[config.mk]
export PLATFORM = sky130hd
export DESIGN_NAME = dice_roller
export DESIGN_NICKNAME = d
export VERILOG_FILES = /design/src/rtl/dice_pkg.sv /design/src/rtl/dice_lfsr.sv /design/src/rtl/dice_lane.sv /design/src/rtl/dice_pips.sv /design/src/rtl/dice_roller.sv
export SDC_FILE = /design/constraint.sdc
export NUM_CORES = 1
export LEC_CHECK = 0
export BUFFER_PORTS_ARGS = -buffer_cell sky130_fd_sc_hd__buf_2
export CELL_PAD_IN_SITES_DETAIL_PLACEMENT = 2
export CELL_PAD_IN_SITES_GLOBAL_PLACEMENT = 2
export CORE_UTILIZATION = 25
export DETAILED_ROUTE_END_ITERATION = 12
export HOLD_SLACK_MARGIN = 0.1
export PLACE_DENSITY = 0.64
export RECOVER_POWER = 50
export SLEW_MARGIN = 20
export SYNTH_ARGS = -nofsm -noshare
export SYNTH_HDL_FRONTEND = slang
export SYNTH_HIERARCHICAL = 1
export SYNTH_SLANG_ARGS = --single-unit
[constraint.sdc]
create_clock -name clk -period 1.7 [get_ports clk]
set_input_delay 0.17 -clock clk [delete_from_list [all_inputs] [get_ports clk]]
set_output_delay 0.17 -clock clk [all_outputs]
set_load 0.005 [all_outputs]
[src/rtl/dice_pkg.sv]
package dice_pkg;
  localparam int NUM_DICE = 3;
  localparam int DRAW_W   = 3;
  localparam int PIP_W    = 7;
  localparam int FACE_MAX = 6;

  localparam int          DIE_LEN  [NUM_DICE] = '{17, 19, 23};
  localparam logic [31:0] DIE_TAPS [NUM_DICE] = '{32'h0001_2000, 32'h0007_2000, 32'h0042_0000};
  localparam logic [31:0] DIE_SEED [NUM_DICE] = '{32'h0001_2345, 32'h0005_A5A5, 32'h003C_BEEF};

  typedef logic [DRAW_W-1:0] face_t;
  typedef logic [PIP_W-1:0]  pips_t;
endpackage

[src/rtl/dice_lfsr.sv]
module dice_lfsr #(
  parameter int          WIDTH = 17,
  parameter logic [31:0] TAPS  = 32'h0001_2000,
  parameter logic [31:0] SEED  = 32'h0001_2345
) (
  input  logic             clk,
  input  logic             rst,
  output logic [WIDTH-1:0] state
);
  localparam logic [WIDTH-1:0] TAP_MASK  = TAPS[WIDTH-1:0];
  localparam logic [WIDTH-1:0] SEED_BITS = SEED[WIDTH-1:0];

  logic feedback;
  assign feedback = ^(state & TAP_MASK);

  always_ff @(posedge clk) begin
    if (rst) state <= SEED_BITS;
    else     state <= {state[WIDTH-2:0], feedback};
  end

  AST_LFSR_NONZERO: assert property (@(posedge clk) disable iff (rst)
    state != '0);
  AST_LFSR_SHIFTS: assert property (@(posedge clk) disable iff (rst)
    !$past(rst) |-> state[WIDTH-1:1] == $past(state[WIDTH-2:0]));
endmodule

[src/rtl/dice_lane.sv]
module dice_lane
  import dice_pkg::*;
#(
  parameter int          WIDTH   = 17,
  parameter logic [31:0] TAPS    = 32'h0001_2000,
  parameter logic [31:0] SEED    = 32'h0001_2345,
  parameter int          SPACING = DRAW_W
) (
  input  logic  clk,
  input  logic  rst,
  input  logic  start,
  output logic  done,
  output face_t face
);
  localparam int CNT_W = (SPACING > 1) ? $clog2(SPACING) : 1;
  localparam logic [CNT_W-1:0] CNT_LAST = CNT_W'(SPACING - 1);

  logic [WIDTH-1:0] rng;
  logic [CNT_W-1:0] cnt;
  logic             searching;
  face_t            draw;
  logic             legal;

  dice_lfsr #(.WIDTH(WIDTH), .TAPS(TAPS), .SEED(SEED)) u_rng (
    .clk   (clk),
    .rst   (rst),
    .state (rng)
  );

  assign draw  = rng[DRAW_W-1:0];
  assign legal = (draw < face_t'(FACE_MAX));

  always_ff @(posedge clk) begin
    if (rst) begin
      searching <= 1'b0;
      done      <= 1'b0;
      cnt       <= '0;
      face      <= '0;
    end else if (start) begin
      searching <= 1'b1;
      done      <= 1'b0;
      cnt       <= '0;
    end else if (searching) begin
      if (cnt == CNT_LAST) begin
        cnt <= '0;
        if (legal) begin
          face      <= draw + face_t'(1);
          searching <= 1'b0;
          done      <= 1'b1;
        end
      end else begin
        cnt <= cnt + CNT_W'(1);
      end
    end
  end

  AST_FACE_LEGAL: assert property (@(posedge clk) disable iff (rst)
    $rose(done) |-> (face >= face_t'(1) && face <= face_t'(FACE_MAX)));
  AST_ACCEPT_FROM_SEARCH: assert property (@(posedge clk) disable iff (rst)
    $rose(done) |-> $past(searching));
  AST_FACE_STEADY: assert property (@(posedge clk) disable iff (rst)
    !$rose(done) |-> $stable(face));
endmodule

[src/rtl/dice_pips.sv]
module dice_pips
  import dice_pkg::*;
(
  input  face_t face,
  output pips_t pips
);
  logic odd_face, two_up, four_up, six_face;

  assign odd_face = face[0];
  assign two_up   = (face >= face_t'(2)) && (face <= face_t'(FACE_MAX));
  assign four_up  = (face >= face_t'(4)) && (face <= face_t'(FACE_MAX));
  assign six_face = (face == face_t'(FACE_MAX));

  // {TL, TR, ML, C, MR, BL, BR}
  assign pips = {two_up, four_up, six_face, odd_face && (face <= face_t'(5)),
                 six_face, four_up, two_up};
endmodule

[src/rtl/dice_roller.sv]
module dice_roller
  import dice_pkg::*;
#(
  parameter int SPACING = DRAW_W
) (
  input  logic       clk,
  input  logic       rst,
  input  logic       roll_req,
  output logic       roll_valid,
  output logic [2:0] die_a,
  output logic [2:0] die_b,
  output logic [2:0] die_c,
  output logic [6:0] pips_a,
  output logic [6:0] pips_b,
  output logic [6:0] pips_c
);
  logic                rolling;
  logic                start;
  logic [NUM_DICE-1:0] lane_done;
  face_t               lane_face [NUM_DICE];
  pips_t               lane_pips [NUM_DICE];
  face_t               face_q    [NUM_DICE];
  pips_t               pips_q    [NUM_DICE];
  logic                finish;

  assign start  = roll_req && !rolling;
  assign finish = rolling && (&lane_done);

  for (genvar i = 0; i < NUM_DICE; i++) begin : g_die
    dice_lane #(
      .WIDTH   (DIE_LEN[i]),
      .TAPS    (DIE_TAPS[i]),
      .SEED    (DIE_SEED[i]),
      .SPACING (SPACING)
    ) u_lane (
      .clk   (clk),
      .rst   (rst),
      .start (start),
      .done  (lane_done[i]),
      .face  (lane_face[i])
    );

    dice_pips u_pips (
      .face (lane_face[i]),
      .pips (lane_pips[i])
    );

    always_ff @(posedge clk) begin
      if (rst) begin
        face_q[i] <= '0;
        pips_q[i] <= '0;
      end else if (finish) begin
        face_q[i] <= lane_face[i];
        pips_q[i] <= lane_pips[i];
      end
    end
  end

  always_ff @(posedge clk) begin
    if (rst) begin
      rolling    <= 1'b0;
      roll_valid <= 1'b0;
    end else begin
      roll_valid <= finish;
      if (start)       rolling <= 1'b1;
      else if (finish) rolling <= 1'b0;
    end
  end

  assign die_a  = face_q[0];
  assign die_b  = face_q[1];
  assign die_c  = face_q[2];
  assign pips_a = pips_q[0];
  assign pips_b = pips_q[1];
  assign pips_c = pips_q[2];

  AST_VALID_ONE_CYCLE: assert property (@(posedge clk) disable iff (rst)
    roll_valid |=> !roll_valid);
  AST_OUTPUTS_HOLD: assert property (@(posedge clk) disable iff (rst)
    !roll_valid |-> $stable({die_a, die_b, die_c, pips_a, pips_b, pips_c}));
  AST_VALID_ENDS_ROLL: assert property (@(posedge clk) disable iff (rst)
    roll_valid |-> ($past(rolling) && !rolling));
  AST_CENTER_PIP_ODD: assert property (@(posedge clk) disable iff (rst)
    roll_valid |-> (pips_a[3] == die_a[0] && pips_b[3] == die_b[0] && pips_c[3] == die_c[0]));
  AST_PIP_COUNT: assert property (@(posedge clk) disable iff (rst)
    roll_valid |-> ($countones(pips_a) == int'(die_a)));
endmodule

Word-level counts from Yosys, hierarchy flattened
Memory sizes are Yosys's and may differ from the RTL's.
Index checks and enable logic that the tools add are counted.
Widths: inputs -> output; s select.
{"block": "classes", "add_sub_neg": 6, "order_cmp": 15, "n_eq_ne": 6, "muxes": 28, "bitwise": 7, "reduce_logical": 24}
{"operator": "$reduce_xor 23->1", "count": 1}
{"operator": "$mux 7", "count": 3}
{"operator": "$mux 1", "count": 19}
{"operator": "$reduce_xor 19->1", "count": 1}
{"operator": "$le 3x3->1 const B", "count": 6}
{"operator": "$reduce_xor 17->1", "count": 1}
{"operator": "$reduce_and 3->1", "count": 4}
{"operator": "$reduce_and 4->1", "count": 3}
{"operator": "$logic_and 1x1->1", "count": 11}
{"operator": "$add 3x1->3 const B", "count": 3}
{"operator": "$eq 3x3->1 const B", "count": 3}
{"operator": "$ge 3x2->1 const B", "count": 3}
{"operator": "$ge 3x3->1 const B", "count": 3}
{"operator": "$lt 3x3->1 const B", "count": 3}
{"operator": "$mux 3", "count": 3}
{"operator": "$add 2x1->2 const B", "count": 3}
{"operator": "$eq 2x2->1 const B", "count": 3}
{"operator": "$mux 2", "count": 3}
{"operator": "$or 1x1->1", "count": 6}
{"operator": "$reduce_bool 2->1", "count": 1}
{"operator": "$reduce_or 2->1", "count": 1}
{"operator": "$logic_not 1->1", "count": 1}
{"operator": "$not 1->1", "count": 1}
{"block": "totals", "reg_bits": 82, "ramBits": 30, "inputBits": 3, "output_inout_bits": 31, "wordCells": 105, "n_memories": 2}
{"name": "pips_q", "words": 3, "width": 7, "read_ports": 3, "rd_clocked_by_memory_dff": 0, "write_ports": 3, "line": "dice_roller.sv:23", "text": "pips_t pips_q [NUM_DICE];"}
{"name": "face_q", "words": 3, "width": 3, "read_ports": 3, "rd_clocked_by_memory_dff": 0, "write_ports": 3, "line": "dice_roller.sv:22", "text": "face_t face_q [NUM_DICE];"}

Logic depth before layout (Yosys ltp)
Gate-level depths: netlist of run 1.
{"block": "depth", "ltp_word": 6, "mapped_depth": 4, "depth_no_buf": 4}

Hierarchy
The synthesis of run 1 kept the hierarchy.
{"module": "dice_roller", "instances": 1, "cells_per_inst": 74, "area_each_um2": 1401.3, "seq_area_each_um2": 940.9}
{"module": "dice_lane", "instances": 3, "cells_per_inst": 31, "area_each_um2": 320.3, "seq_area_each_um2": 140.1}
{"module": "dice_lfsr at g_die[2].u_lane.u_rng", "instances": 1, "cells_per_inst": 49, "area_each_um2": 639.4, "seq_area_each_um2": 460.4}
{"module": "dice_lfsr at g_die[1].u_lane.u_rng", "instances": 1, "cells_per_inst": 42, "area_each_um2": 544.3, "seq_area_each_um2": 380.4}
{"module": "dice_lfsr at g_die[0].u_lane.u_rng", "instances": 1, "cells_per_inst": 36, "area_each_um2": 475.5, "seq_area_each_um2": 340.3}
{"module": "dice_pips", "instances": 3, "cells_per_inst": 12, "area_each_um2": 81.3, "seq_area_each_um2": 0.0}

Worst setup path before layout of run 1
Ideal clock, no wire load.
{"block": "synth_path", "path_type": "reg2reg", "from": "reg g_die[0].u_lane.done", "to": "mem face_q[0][0] in the netlist's numbering, enable pin", "setup_time_ns": 0.387, "arrival_ns": 1.337, "setup_slack_ns": -0.025, "path_stages_with_launch": 4, "n_path_buf": 1, "synth_period_minus_slack_ns": 1.725, "cell_sequence": "dfxtp_1 nand4_4 buf_6 nand2_1"}
{"element": "start: declaration", "line": "dice_lane.sv:12", "text": "output logic done,"}
{"element": "start signal: assignment", "line": "dice_lane.sv:36", "text": "done <= 1'b0;"}
{"element": "start signal: assignment", "line": "dice_lane.sv:41", "text": "done <= 1'b0;"}
{"element": "start signal: assignment", "line": "dice_lane.sv:49", "text": "done <= 1'b1;"}
{"element": "end: declaration", "line": "dice_roller.sv:22"}

Worst setup path after layout of run 1
{"block": "layout_path", "from": "in roll_req", "to": "reg g_die[1].u_lane.face[1]"}
{"block": "layout_between", "elab_chain_len": 3}
{"element": "start: declaration", "line": "dice_roller.sv:8", "text": "input logic roll_req,"}
{"element": "$logic_and 1x1->1", "line": "dice_roller.sv:26", "text": "assign start = roll_req && !rolling;"}
{"element": "named net start", "line": "dice_roller.sv:18", "text": "logic start;"}
{"element": "$not 1->1 (no line)"}
{"element": "$reduce_and 4->1 (no line)"}
{"element": "end signal: assignment", "line": "dice_lane.sv:47", "text": "face <= draw + face_t'(1);"}
{"element": "end: declaration", "line": "dice_lane.sv:13", "text": "output face_t face"}
The timed path passes the listed nets, and every way through them passes these cells.
A chain may end at the register's enable or synchronous reset.

==> flow_metrics.env, run 1 <==
export IMPL_outcome="completed"
export IMPL_slowest_stage="dlygate4sd3_1"
export IMPL_setup_violations=0
export IMPL_port_buffers=33
export IMPL_fp_row_count=47
export IMPL_syn_area_per_cell_um2=12.9
export IMPL_route_detailed_drc=0
export IMPL_synth_compound_area_share_pct=6.57
export IMPL_place_congestion=0.690
export IMPL_synth_most_common_cell="dfxtp_1"
export IMPL_synth_xor_area_share_pct=1.64
export IMPL_slowest_delay_ns=0.53
export IMPL_dieArea_um2=17600
export IMPL_synth_simple_area_share_pct=24.3
export IMPL_grt_use_total_pct=9.33
export IMPL_fin_total_pwr_w=0.00520
export IMPL_cts_buffers=9
export IMPL_switching_share_pct=22.1
export IMPL_ant_nets=0
export IMPL_start_util_pct=25.6
export IMPL_vias=2398
export IMPL_via_per_inst=4.16
export IMPL_critPathTopFamily="buffers and inverters"
export IMPL_ir_drop_v=0.000441
export IMPL_async_flop_share_pct=0
export IMPL_routedWlPerCell_um=12.9
export IMPL_die_w_um=133
export IMPL_die_y_um=133
export IMPL_seqPwrFrac_pct=56.1
export IMPL_coreArea_um2=16600
export IMPL_finalHoldViolations=0
export IMPL_power_density_nw_per_um2=1080
export IMPL_n_fill_cell=1772
export IMPL_fin_nets=358
export IMPL_cp_num_buf_inv=3
export IMPL_yosysSeqAreaShare_pct=59.6
export IMPL_syn_instance_count=330
export IMPL_yosys_area_share_adder_pct=0.880
export IMPL_cts_root_buffer="clkbuf_16"
export IMPL_synth_top_area_share_pct=38.5
export IMPL_drv_cap=0
export IMPL_ys_warn_count=6
export IMPL_wl_um=7430
export IMPL_intPower_w=0.00405
export IMPL_clock_latency_ns=0.35
export IMPL_clk_pin_slew_ns=0.07
export IMPL_drt_pass1_iterations=4
export IMPL_comb_power_share_pct=5.1
export IMPL_cp_cell_sequence="dlygate4sd3_1 -> buf_2 -> and2b_2 -> inv_1 -> and4_4 -> mux2i_1"
export IMPL_start_kind="input port"
export IMPL_worstSetupPathType="in2reg"
export IMPL_p_sw_w=0.00115
export IMPL_synth_top_area_cell="dfxtp_1"
export IMPL_synth_edff_count=30
export IMPL_gr_total_overflow=0
export IMPL_fin_setup_tns_ns=0
export IMPL_relSlewSlack_pct=59.7
export IMPL_grt_max_degree=43
export IMPL_cp_data_arrival_time_ns=1.72
export IMPL_antenna_found_initial=0
export IMPL_worst_pin_slew_ns=0.604
export IMPL_drtIter0Drc=58
export IMPL_fmax_ghz=0.693
export IMPL_synth_area_um2=4270
export IMPL_regArea_um2=2540
export IMPL_cts_tree="built"
export IMPL_drive_above_1_share_pct=24.4
export IMPL_synthMuxAreaShare_pct=0.704
export IMPL_io_pins=34
export IMPL_critPathRequiredTime_ns=1.98
export IMPL_ys_ff_latch=112
export IMPL_p_leak_nw=1.71
export IMPL_rsz0062_at_grt="no"
export IMPL_grt_pass1_vias=2531
export IMPL_htree_levels=3
export IMPL_final_max_slew_viol_count=0
export IMPL_yosysUniqueCellTypes=34
export IMPL_netlist_top_cells_area="dfxtp_1, edfxtp_1, nor3b_2, or2_1, buf_4"
export IMPL_path_max_fanout=15
export IMPL_power_frac_clock_pct=38.8
export IMPL_synth_top_family_by_area="simple AND/OR/NAND/NOR gates"
export IMPL_fin_crit_sh_pct=84.9
export IMPL_cts_buffer_depth=2
export IMPL_finClkSkew_ns=0.00586
export IMPL_n_antenna_cell=0
export IMPL_cts_sinks=112
export IMPL_grt_pass1_wl_um=12700
export IMPL_synth_fp_nets=336
export IMPL_multi_input_area_um2=1440
export IMPL_cp_end_kind="flop"
export IMPL_synth_flop_cell="dfxtp_1"
export IMPL_dp_hpwl_um=4810
export IMPL_hold_path_class="reg2reg"
export IMPL_min_period_ns=1.44
export IMPL_syn2layout_area_growth_pct=12.6
export IMPL_post_route_util_pct=28.9
export IMPL_ys_top_cells_by_count="dfxtp_1, or2_1, edfxtp_1, nor3b_2, buf_4"
[cell usage in the layout, fill, tap and decap left out, drive strengths merged]
cell / Yosys / routed
nor2: 4 / 4
and4: 3 / 3
nand4: 1 / 1
and2: 3 / 3
buf: 28 / 28
a211oi: 9 / 9
inv: 10 / 10
clkinv: 0 / 3
dlygate4sd3: 0 / 1
clkinvlp: 0 / 2
and2b: 17 / 17
dfxtp: 82 / 82
nand3b: 3 / 3
ha: 3 / 3
nor3b: 33 / 33
a21oi: 6 / 6
xnor2: 6 / 6
clkbuf: 0 / 21
o21ba: 3 / 3
a21boi: 3 / 3
a41oi: 6 / 6
xor2: 2 / 2
o211a: 1 / 1
nand2b: 9 / 9
edfxtp: 30 / 30
a21o: 3 / 3
a31oi: 3 / 3
nor3: 6 / 6
or2: 31 / 31
nand2: 10 / 10
mux2i: 3 / 3
nor2b: 12 / 12
[what timing repair did]
action | in CTS | in global routing
endpoints found under the hold margin | 1 | 0
buffers inserted | 0 | 0
hold buffers | 1 | 0
resized for setup | 0 | 0
[flip-flops by register name, indices dropped and copies added, names as in the netlist]
| signal | cells |
|---|---|
| pips_q | 21 |
| g_die.u_lane/cnt | 6 |
| g_die.u_lane/done | 3 |
| face_q | 9 |
| rolling | 1 |
| g_die.u_lane/u_rng/state | 59 |
| roll_valid | 1 |
| g_die.u_lane/face | 9 |
| g_die.u_lane/searching | 3 |
[metrics by stage]
stage | instances | hold slack (ns) | area [µm²] | setup slack [ns]
2_1_floorplan | 330 | 0.235 | 4270 | 0.259
3_3_place_gp | 560 | 0.387 | 4560 | 0.379
3_5_place_dp | 560 | 0.394 | 4560 | 0.300
4_1_cts | 577 | 0.220 | 4850 | 0.253
5_1_grt | 577 | 0.423 | 4800 | 0.150
6_report | 577 | 0.404 | 4800 | 0.256
[power by group through the flow]
stage | clock network (W) | registers [W] | logic (W)
3_3_place_gp | 0 | 0.00297 | 0.000266
2_1_floorplan | 0 | 0.00296 | 0.000186
3_5_place_dp | 0 | 0.00298 | 0.000279
5_1_grt | 0.00221 | 0.00293 | 0.000305
4_1_cts | 0.00213 | 0.00292 | 0.000284
6_report | 0.00202 | 0.00292 | 0.000266
[worst reg2reg max path: stages (launching register included)]
cell and delay (ns):
dfxtp_1 0.33, and2b_2 0.41, inv_1 0.13, and4_4 0.20, a211oi_1 0.21
[cells by family (layout without fill, tap and decap cells)]
group,count (synthesis),in the layout
buffers and inverters,38,65
adder cells (fa/ha/maj),3,3
flip-flops,112,112
AO/OA/AOI/OAI,34,34
AND/OR/NAND/NOR,132,132
multiplexers,3,3
XOR/XNOR,8,8
[per-layer routing]
| metal | share of wire (%) | GRT usage, % | up-vias | wire [µm] |
|---|---|---|---|---|
| met3 | 3.3 | 2.30 | 12 | 247 |
| met4 | 2.5 | 5.75 | 0 | 186 |
| met2 | 47 | 14.7 | 36 | 3490 |
| met1 | 47 | 11.5 | 1194 | 3510 |
| li1 | - | - | 1156 | - |
| met5 | 0 | 0 | - | 0 |
[cell type report]
type                    instances  area share, %
flip-flops and latches        112           52.9
multi-input cells             180           29.9
well taps                     220           5.73
clock buffers                  11           5.29
repair buffers                 39           4.71
inverters                      10          0.781
clock inverters                 5          0.625
[worst paths after layout]
| path | start | cells past startpoint | slack (ns) | endpoint |
|---|---|---|---|---|
| worst max register to register | rolling | 4 | 0.33 | g_die[2].u_lane/face[2] |
| worst max-delay path | roll_req | 6 | 0.26 | g_die[1].u_lane/face[1] |
| worst min-delay path | g_die[2].u_lane/u_rng/state[14] | 1 | 0.40 | g_die[2].u_lane/u_rng/state[15] |
| worst min register to register | g_die[2].u_lane/u_rng/state[14] | 1 | 0.40 | g_die[2].u_lane/u_rng/state[15] |
Power figures use the tool's default switching activity.
==> run 2, diff against run 1 <==
--- a/config.mk
+++ b/config.mk
@@ -5,13 +5,14 @@
 export SDC_FILE = /design/constraint.sdc
 export NUM_CORES = 1
 export LEC_CHECK = 0
+export ABC_AREA = 1
 export BUFFER_PORTS_ARGS = -buffer_cell sky130_fd_sc_hd__buf_2
 export CELL_PAD_IN_SITES_DETAIL_PLACEMENT = 2
 export CELL_PAD_IN_SITES_GLOBAL_PLACEMENT = 2
 export CORE_UTILIZATION = 25
 export DETAILED_ROUTE_END_ITERATION = 12
 export HOLD_SLACK_MARGIN = 0.1
-export PLACE_DENSITY = 0.64
+export PLACE_DENSITY = 0.68
 export RECOVER_POWER = 50
 export SLEW_MARGIN = 20
 export SYNTH_ARGS = -nofsm -noshare
==> constraint.sdc (replaced) <==
create_clock -name clk -period 1.3 [get_ports clk]
set_input_delay 0.13 -clock clk [delete_from_list [all_inputs] [get_ports clk]]
set_output_delay 0.13 -clock clk [all_outputs]
set_load 0.005 [all_outputs]
==> run 2 against run 1 <==
Compared with the run above:
- count of clock-buffer cells in the layout decreased by 2
- clock power up 42%
- worst hold slack worse by 0.18 ns
- synthesized cell count increased by 40%
- final cell count rose by 23%
- non-clock buffer count is 1 lower
- total power grew 34%
- clock skew is essentially flat
- area after synthesis increased by 1.4%
- worst setup slack got worse by 0.14 ns
- die area rose by 1.4%
- critical endpoint is now pips_q[1][1]
==> flow_metrics.env, run 2 <==
export IMPL_outcome="completed"
export IMPL_final_common_cell="inv_1"
export IMPL_synth_top_area_cell="dfxtp_1"
export IMPL_cp_num_buf_inv=1
export IMPL_cts_root_buffer="clkbuf_16"
export IMPL_hold_path_class="in2reg"
export IMPL_synth_area_um2=4330
export IMPL_r2r_end="pips_q[1][1]"
export IMPL_cp_end_kind="flop"
export IMPL_fp_row_count=47
export IMPL_ant_nets=0
export IMPL_cts_tree="built"
export IMPL_design_area_um2=4920
export IMPL_clock_latency_ns=0.36
export IMPL_fin_nets=493
export IMPL_p_leak_nw=2.03
export IMPL_grt_pass1_vias=2827
export IMPL_cts_sinks=112
export IMPL_port_buffers=33
export IMPL_worstHoldStart="rst"
export IMPL_synth_edff_count=30
export IMPL_vias=2676
export IMPL_routedWlPerCell_um=10.5
export IMPL_wl_um=7510
export IMPL_grt_max_degree=68
export IMPL_post_place_ws_ns=-0.0196
export IMPL_slowest_stage="dfxtp_1"
export IMPL_finClkSkew_ns=0.00569
export IMPL_fin_total_pwr_w=0.00699
export IMPL_post_dp_cell_area_um2=4610
export IMPL_slowest_delay_ns=0.34
export IMPL_io_pins=34
export IMPL_whs_endpoint="g_die[0].u_lane/u_rng/state[12]"
export IMPL_cp_common_cell="nand2_1"
export IMPL_worstSetupPathType="reg2reg"
export IMPL_die_w_um=134
export IMPL_power_density_nw_per_um2=1420
export IMPL_async_flop_share_pct=0
export IMPL_drv_cap=0
export IMPL_final_max_slew_viol_count=0
export IMPL_ys_top_cells_by_count="inv_1, dfxtp_1, nand2_1, nor2_1, edfxtp_1"
export IMPL_critPathTopFamily="simple AND/OR/NAND/NOR gates"
export IMPL_post_cts_buffers=0
export IMPL_via_per_inst=3.76
export IMPL_fin_cells=712
export IMPL_die_y_um=134
export IMPL_final_cell_mix="inv_1, dfxtp_1, nand2_1"
export IMPL_dp_hpwl_um=5380
export IMPL_synth_fp_nets=469
export IMPL_start_util_pct=25.8
export IMPL_setup_violations=0
export IMPL_regMostFlops="g_die.u_lane/u_rng/state"
export IMPL_coreArea_um2=16800
export IMPL_top_regs="g_die.u_lane/u_rng/state x59, pips_q x21"
export IMPL_dp_cells=695
export IMPL_netlist_top_cells_area="dfxtp_1, edfxtp_1, inv_1, nand2_1, nor2_1"
export IMPL_place_congestion=0.680
export IMPL_antenna_found_initial=0
export IMPL_fmax_ghz=0.846
export IMPL_drive_above_1_share_pct=18.1
export IMPL_reg2regPathDepth=5
export IMPL_rsz0062_at_grt="no"
export IMPL_syn_area_per_cell_um2=9.34
export IMPL_start_kind="flop"
export IMPL_cp_data_arrival_time_ns=1.40
export IMPL_cts_buffer_depth=2
export IMPL_min_period_ns=1.18
export IMPL_worst_pin_slew_ns=0.280
export IMPL_synth_most_common_cell="inv_1"
export IMPL_route_detailed_drc=0
export IMPL_fin_ws_ns=0.118
export IMPL_grt_use_total_pct=9.59
export IMPL_path_max_fanout=10
export IMPL_syn_instance_count=463
export IMPL_ys_ff_latch=112
export IMPL_n_fill_cell=1926
export IMPL_critPathRequiredTime_ns=1.52
export IMPL_ys_warn_count=6
export IMPL_syn2layout_area_growth_pct=13.6
export IMPL_cts_buffers=9
export IMPL_drt_pass1_iterations=4
export IMPL_gr_total_overflow=0
export IMPL_clk_pin_slew_ns=0.08
export IMPL_htree_levels=3
export IMPL_post_route_util_pct=29.3
export IMPL_cp_cell_sequence="nand2_1 -> nor2_4 -> nand2_1 -> buf_4 -> nor2_2"
export IMPL_finalHoldViolations=0
export IMPL_dieArea_um2=17800
export IMPL_relSlewSlack_pct=81.3
export IMPL_fin_crit_sh_pct=90.9
export IMPL_n_antenna_cell=0
export IMPL_rr_startpoint="g_die[0].u_lane/done"
export IMPL_yosysUniqueCellTypes=22
export IMPL_hold_path_depth=3
export IMPL_largest_reg_flops=59
export IMPL_yosysSeqAreaShare_pct=58.8
export IMPL_drtIter0Drc=71
export IMPL_synth_top_area_share_pct=37.9
export IMPL_synth_flop_cell="dfxtp_1"
export IMPL_grt_pass1_wl_um=13400
export IMPL_ir_drop_v=0.000577
export IMPL_rrSetupSlack_ns=0.12
run 2: worst max-delay path by stage:
| stage | endpoint | depth (start not counted) | from |
|---|---|---|---|
| after global placement | pips_q[0][2] | 4 | g_die[1].u_lane/done |
| after global routing | face_q[0][1] | 5 | g_die[0].u_lane/done |
| after detailed placement | face_q[0][0] | 4 | g_die[0].u_lane/done |
| after floorplan | face_q[0][0] | 4 | g_die[0].u_lane/done |
| final | pips_q[1][1] | 5 | g_die[0].u_lane/done |
| after CTS | face_q[0][0] | 4 | g_die[0].u_lane/done |
run 2: cells by family (layout without fill, tap and decap cells):
| family | after synthesis | in the layout | synth area share [%] |
|---|---|---|---|
| xor gates and xnor gates | 3 | 3 | 0.607 |
| buffers and inverters | 119 | 148 | 13.4 |
| and+or+nand+nor | 214 | 214 | 25.0 |
| adders and majority gates | 3 | 3 | 0.868 |
| DFF | 112 | 112 | 58.8 |
| AOI/OAI and AO/OA | 12 | 12 | 1.39 |
run 2: cell type report:
cell class	count	area [µm²]	area share, %
repair buffers	38	223	4.53
well taps	220	275	5.60
flip-flops and latches	112	2540	51.7
clock inverters	7	85.1	1.73
inverters	94	355	7.23
clock buffers	9	225	4.58
multi-input cells	232	1210	24.6
run 2: worst register-to-register path, stage by stage, from the launching register on:
cell     delay, ns
dfxtp_1       0.34
nand2_1       0.09
nor2_4        0.14
nand2_1       0.14
buf_4         0.23
nor2_2        0.10
run 2: power breakdown:
part           switching (W)  total, W  leakage [nW]  internal, W
registers          0.0000738   0.00380         0.988      0.00373
logic               0.000196  0.000327         0.891     0.000131
clock network        0.00133   0.00286         0.153      0.00154
total                0.00160   0.00699          2.03      0.00540
run 2: through the flow:
step	setup TNS, ns	hold slack (ns)
floorplan	0	0.199
detailed placement	-0.528	0.392
global placement	0	0.386
global route	0	0.254
CTS	0	0.234
finish	0	0.228
run 2: repair_timing:
action	4_1_cts	5_1_grt
pin swaps	0	1
endpoints found under the hold margin	1	0
setup endpoints to repair	30	20
hold buffers	1	0
resized for setup	1	2
run 2: per-layer routing:
metal,global-route usage [%],wire length [µm],vias up
met5,0,0,-
met4,6.06,189,0
met3,2.40,273,11
met2,15.8,3640,40
met1,11.1,3400,1239
li1,-,-,1386
==> run 3, diff against run 2 <==
--- a/config.mk
+++ b/config.mk
@@ -9,10 +9,10 @@
 export BUFFER_PORTS_ARGS = -buffer_cell sky130_fd_sc_hd__buf_2
 export CELL_PAD_IN_SITES_DETAIL_PLACEMENT = 2
 export CELL_PAD_IN_SITES_GLOBAL_PLACEMENT = 2
-export CORE_UTILIZATION = 25
+export CORE_UTILIZATION = 34
 export DETAILED_ROUTE_END_ITERATION = 12
 export HOLD_SLACK_MARGIN = 0.1
-export PLACE_DENSITY = 0.68
+export PLACE_DENSITY = 0.85
 export RECOVER_POWER = 50
 export SLEW_MARGIN = 20
 export SYNTH_ARGS = -nofsm -noshare
==> run 3 against run 2 <==
Compared with the run above:
- sequential share of layout area grew 0.46 points
- worst hold slack better by 0.015 ns
- first-iteration DRC count up 69%
- fmax down 3.8%
- clock skew about the same
- combinational power grew 7.3%
- sequential cell count stayed put
- via count increased by 5.4%
- final area is 0.89% lower
- die area fell by 26%
- total power fell by 1.0%
- global-route usage grew 4.9 points
- critical path type unchanged
==> flow_metrics.env, run 3 (same netlist as run 2, synthesis figures left out) <==
export IMPL_io_pins=34
export IMPL_finalHoldViolations=0
export IMPL_antenna_found_initial=0
export IMPL_die_w_um=115
export IMPL_cts_sinks=112
export IMPL_met2_usage_pct=29.0
export IMPL_cts_buffer_depth=2
export IMPL_gr_total_overflow=0
export IMPL_wl_um=8670
export IMPL_final_common_cell="inv_1"
export IMPL_grt_use_met1_pct=13.9
export IMPL_drt_pass1_iterations=4
export IMPL_reg2regPathDepth=5
export IMPL_regMostFlops="g_die.u_lane/u_rng/state"
export IMPL_via_per_inst=4.27
export IMPL_place_congestion=0.702
export IMPL_post_cts_buffers=0
export IMPL_final_max_slew_viol_count=0
export IMPL_fmax_ghz=0.814
export IMPL_post_place_ws_ns=-0.0369
export IMPL_vias=2821
export IMPL_coreArea_um2=12200
export IMPL_clk_pin_slew_ns=0.07
export IMPL_fin_ws_ns=0.0718
export IMPL_dieArea_um2=13200
export IMPL_post_route_util_pct=39.9
export IMPL_syn2layout_area_growth_pct=12.6
export IMPL_route_detailed_drc=0
export IMPL_n_antenna_cell=0
export IMPL_grt_max_degree=68
export IMPL_power_density_nw_per_um2=1420
export IMPL_grt_use_total_pct=14.5
export IMPL_dp_hpwl_um=5960
export IMPL_ir_drop_v=0.000536
export IMPL_cts_buffers=9
export IMPL_start_kind="flop"
export IMPL_largest_reg_flops=59
export IMPL_path_max_fanout=16
export IMPL_die_y_um=115
export IMPL_top_regs="g_die.u_lane/u_rng/state x59, pips_q x21"
export IMPL_port_buffers=33
export IMPL_ant_nets=0
export IMPL_drive_above_1_share_pct=18.3
export IMPL_worst_pin_slew_ns=0.397
export IMPL_relSlewSlack_pct=73.5
export IMPL_min_period_ns=1.23
export IMPL_p_leak_nw=2.04
export IMPL_setup_violations=0
export IMPL_final_cell_mix="inv_1, dfxtp_1, nand2_1"
export IMPL_outcome="completed"
export IMPL_hold_path_class="in2reg"
export IMPL_grt_pass1_wl_um=14500
export IMPL_routedWlPerCell_um=13.1
export IMPL_htree_levels=3
export IMPL_post_dp_cell_area_um2=4550
export IMPL_critPathRequiredTime_ns=1.50
export IMPL_fin_crit_sh_pct=94.5
export IMPL_rrSetupSlack_ns=0.07
export IMPL_cts_tree="built"
export IMPL_worstSetupPathType="reg2reg"
export IMPL_fin_total_pwr_w=0.00692
export IMPL_rsz0062_at_grt="no"
export IMPL_finClkSkew_ns=0.00580
export IMPL_grt_pass1_vias=3162
export IMPL_cp_end_kind="flop"
export IMPL_fin_setup_tns_ns=0
export IMPL_fp_row_count=40
export IMPL_drv_cap=0
export IMPL_r2r_end="face_q[0][0]"
export IMPL_design_area_um2=4870
export IMPL_clock_latency_ns=0.34
export IMPL_worstHoldStart="rst"
export IMPL_start_util_pct=35.4
export IMPL_whs_endpoint="g_die[0].u_lane/u_rng/state[15]"
export IMPL_hold_path_depth=3
export IMPL_use_met3_pct=3.27
export IMPL_cts_root_buffer="clkbuf_16"
export IMPL_cp_data_arrival_time_ns=1.43
export IMPL_rr_startpoint="g_die[0].u_lane/done"
export IMPL_busiest_layer="met2"
export IMPL_timing_critical_path_from="g_die[0].u_lane/done"
export IMPL_drtIter0Drc=120
export IMPL_fin_nets=494
==> run 3: how the worst max path moves through the flow <==
stage,endpoint,cells past startpoint
floorplan,face_q[0][0],4
global placement,pips_q[0][2],4
detailed placement,pips_q[0][1],4
CTS,pips_q[0][3],4
global route,g_die[2].u_lane/face[0],8
finish,face_q[0][0],5
==> run 3: per-layer routing <==
metal  wire length [µm]  vias to the layer above
met5                  0                        -
met4                173                        0
met3                303                       13
met2               4830                       46
met1               3360                     1370
li1                   -                     1392
==> run 3: critical path, cell delays in order (launching register included) <==
cell	delay (ns)
dfxtp_1	0.35
nand2_1	0.10
nor2_4	0.17
nand2_4	0.14
buf_12	0.21
nor2_2	0.11
==> run 3: area by class of cell <==
type                    count  area [µm²]
fillers                  1381        7340
flip-flops and latches    112        2540
multi-input cells         233        1230
inverters                  94         355
clock buffers              11         243
repair buffers             38         233
well taps                 168         210
clock inverters             5        55.1
==> run 3: what timing repair did <==
action                                 in CTS  in global routing
endpoints found under the hold margin       1                  0
hold buffers                                1                  0
setup endpoints to repair                  30                 37
cloned                                      0                  1
pin swaps                                   0                  1
resized for setup                           1                  3
==> run 3: power breakdown <==
part           total (W)  internal [W]  switching, W
logic           0.000351      0.000133      0.000217
clock network    0.00276       0.00155       0.00122
registers        0.00381       0.00373     0.0000780
==> run 3: through the flow <==
step           cells  hold WS, ns
5_1_grt          661        0.268
4_1_cts          660        0.251
2_1_floorplan    463        0.199
3_5_place_dp     643        0.393
6_report         661        0.243
3_3_place_gp     643        0.386
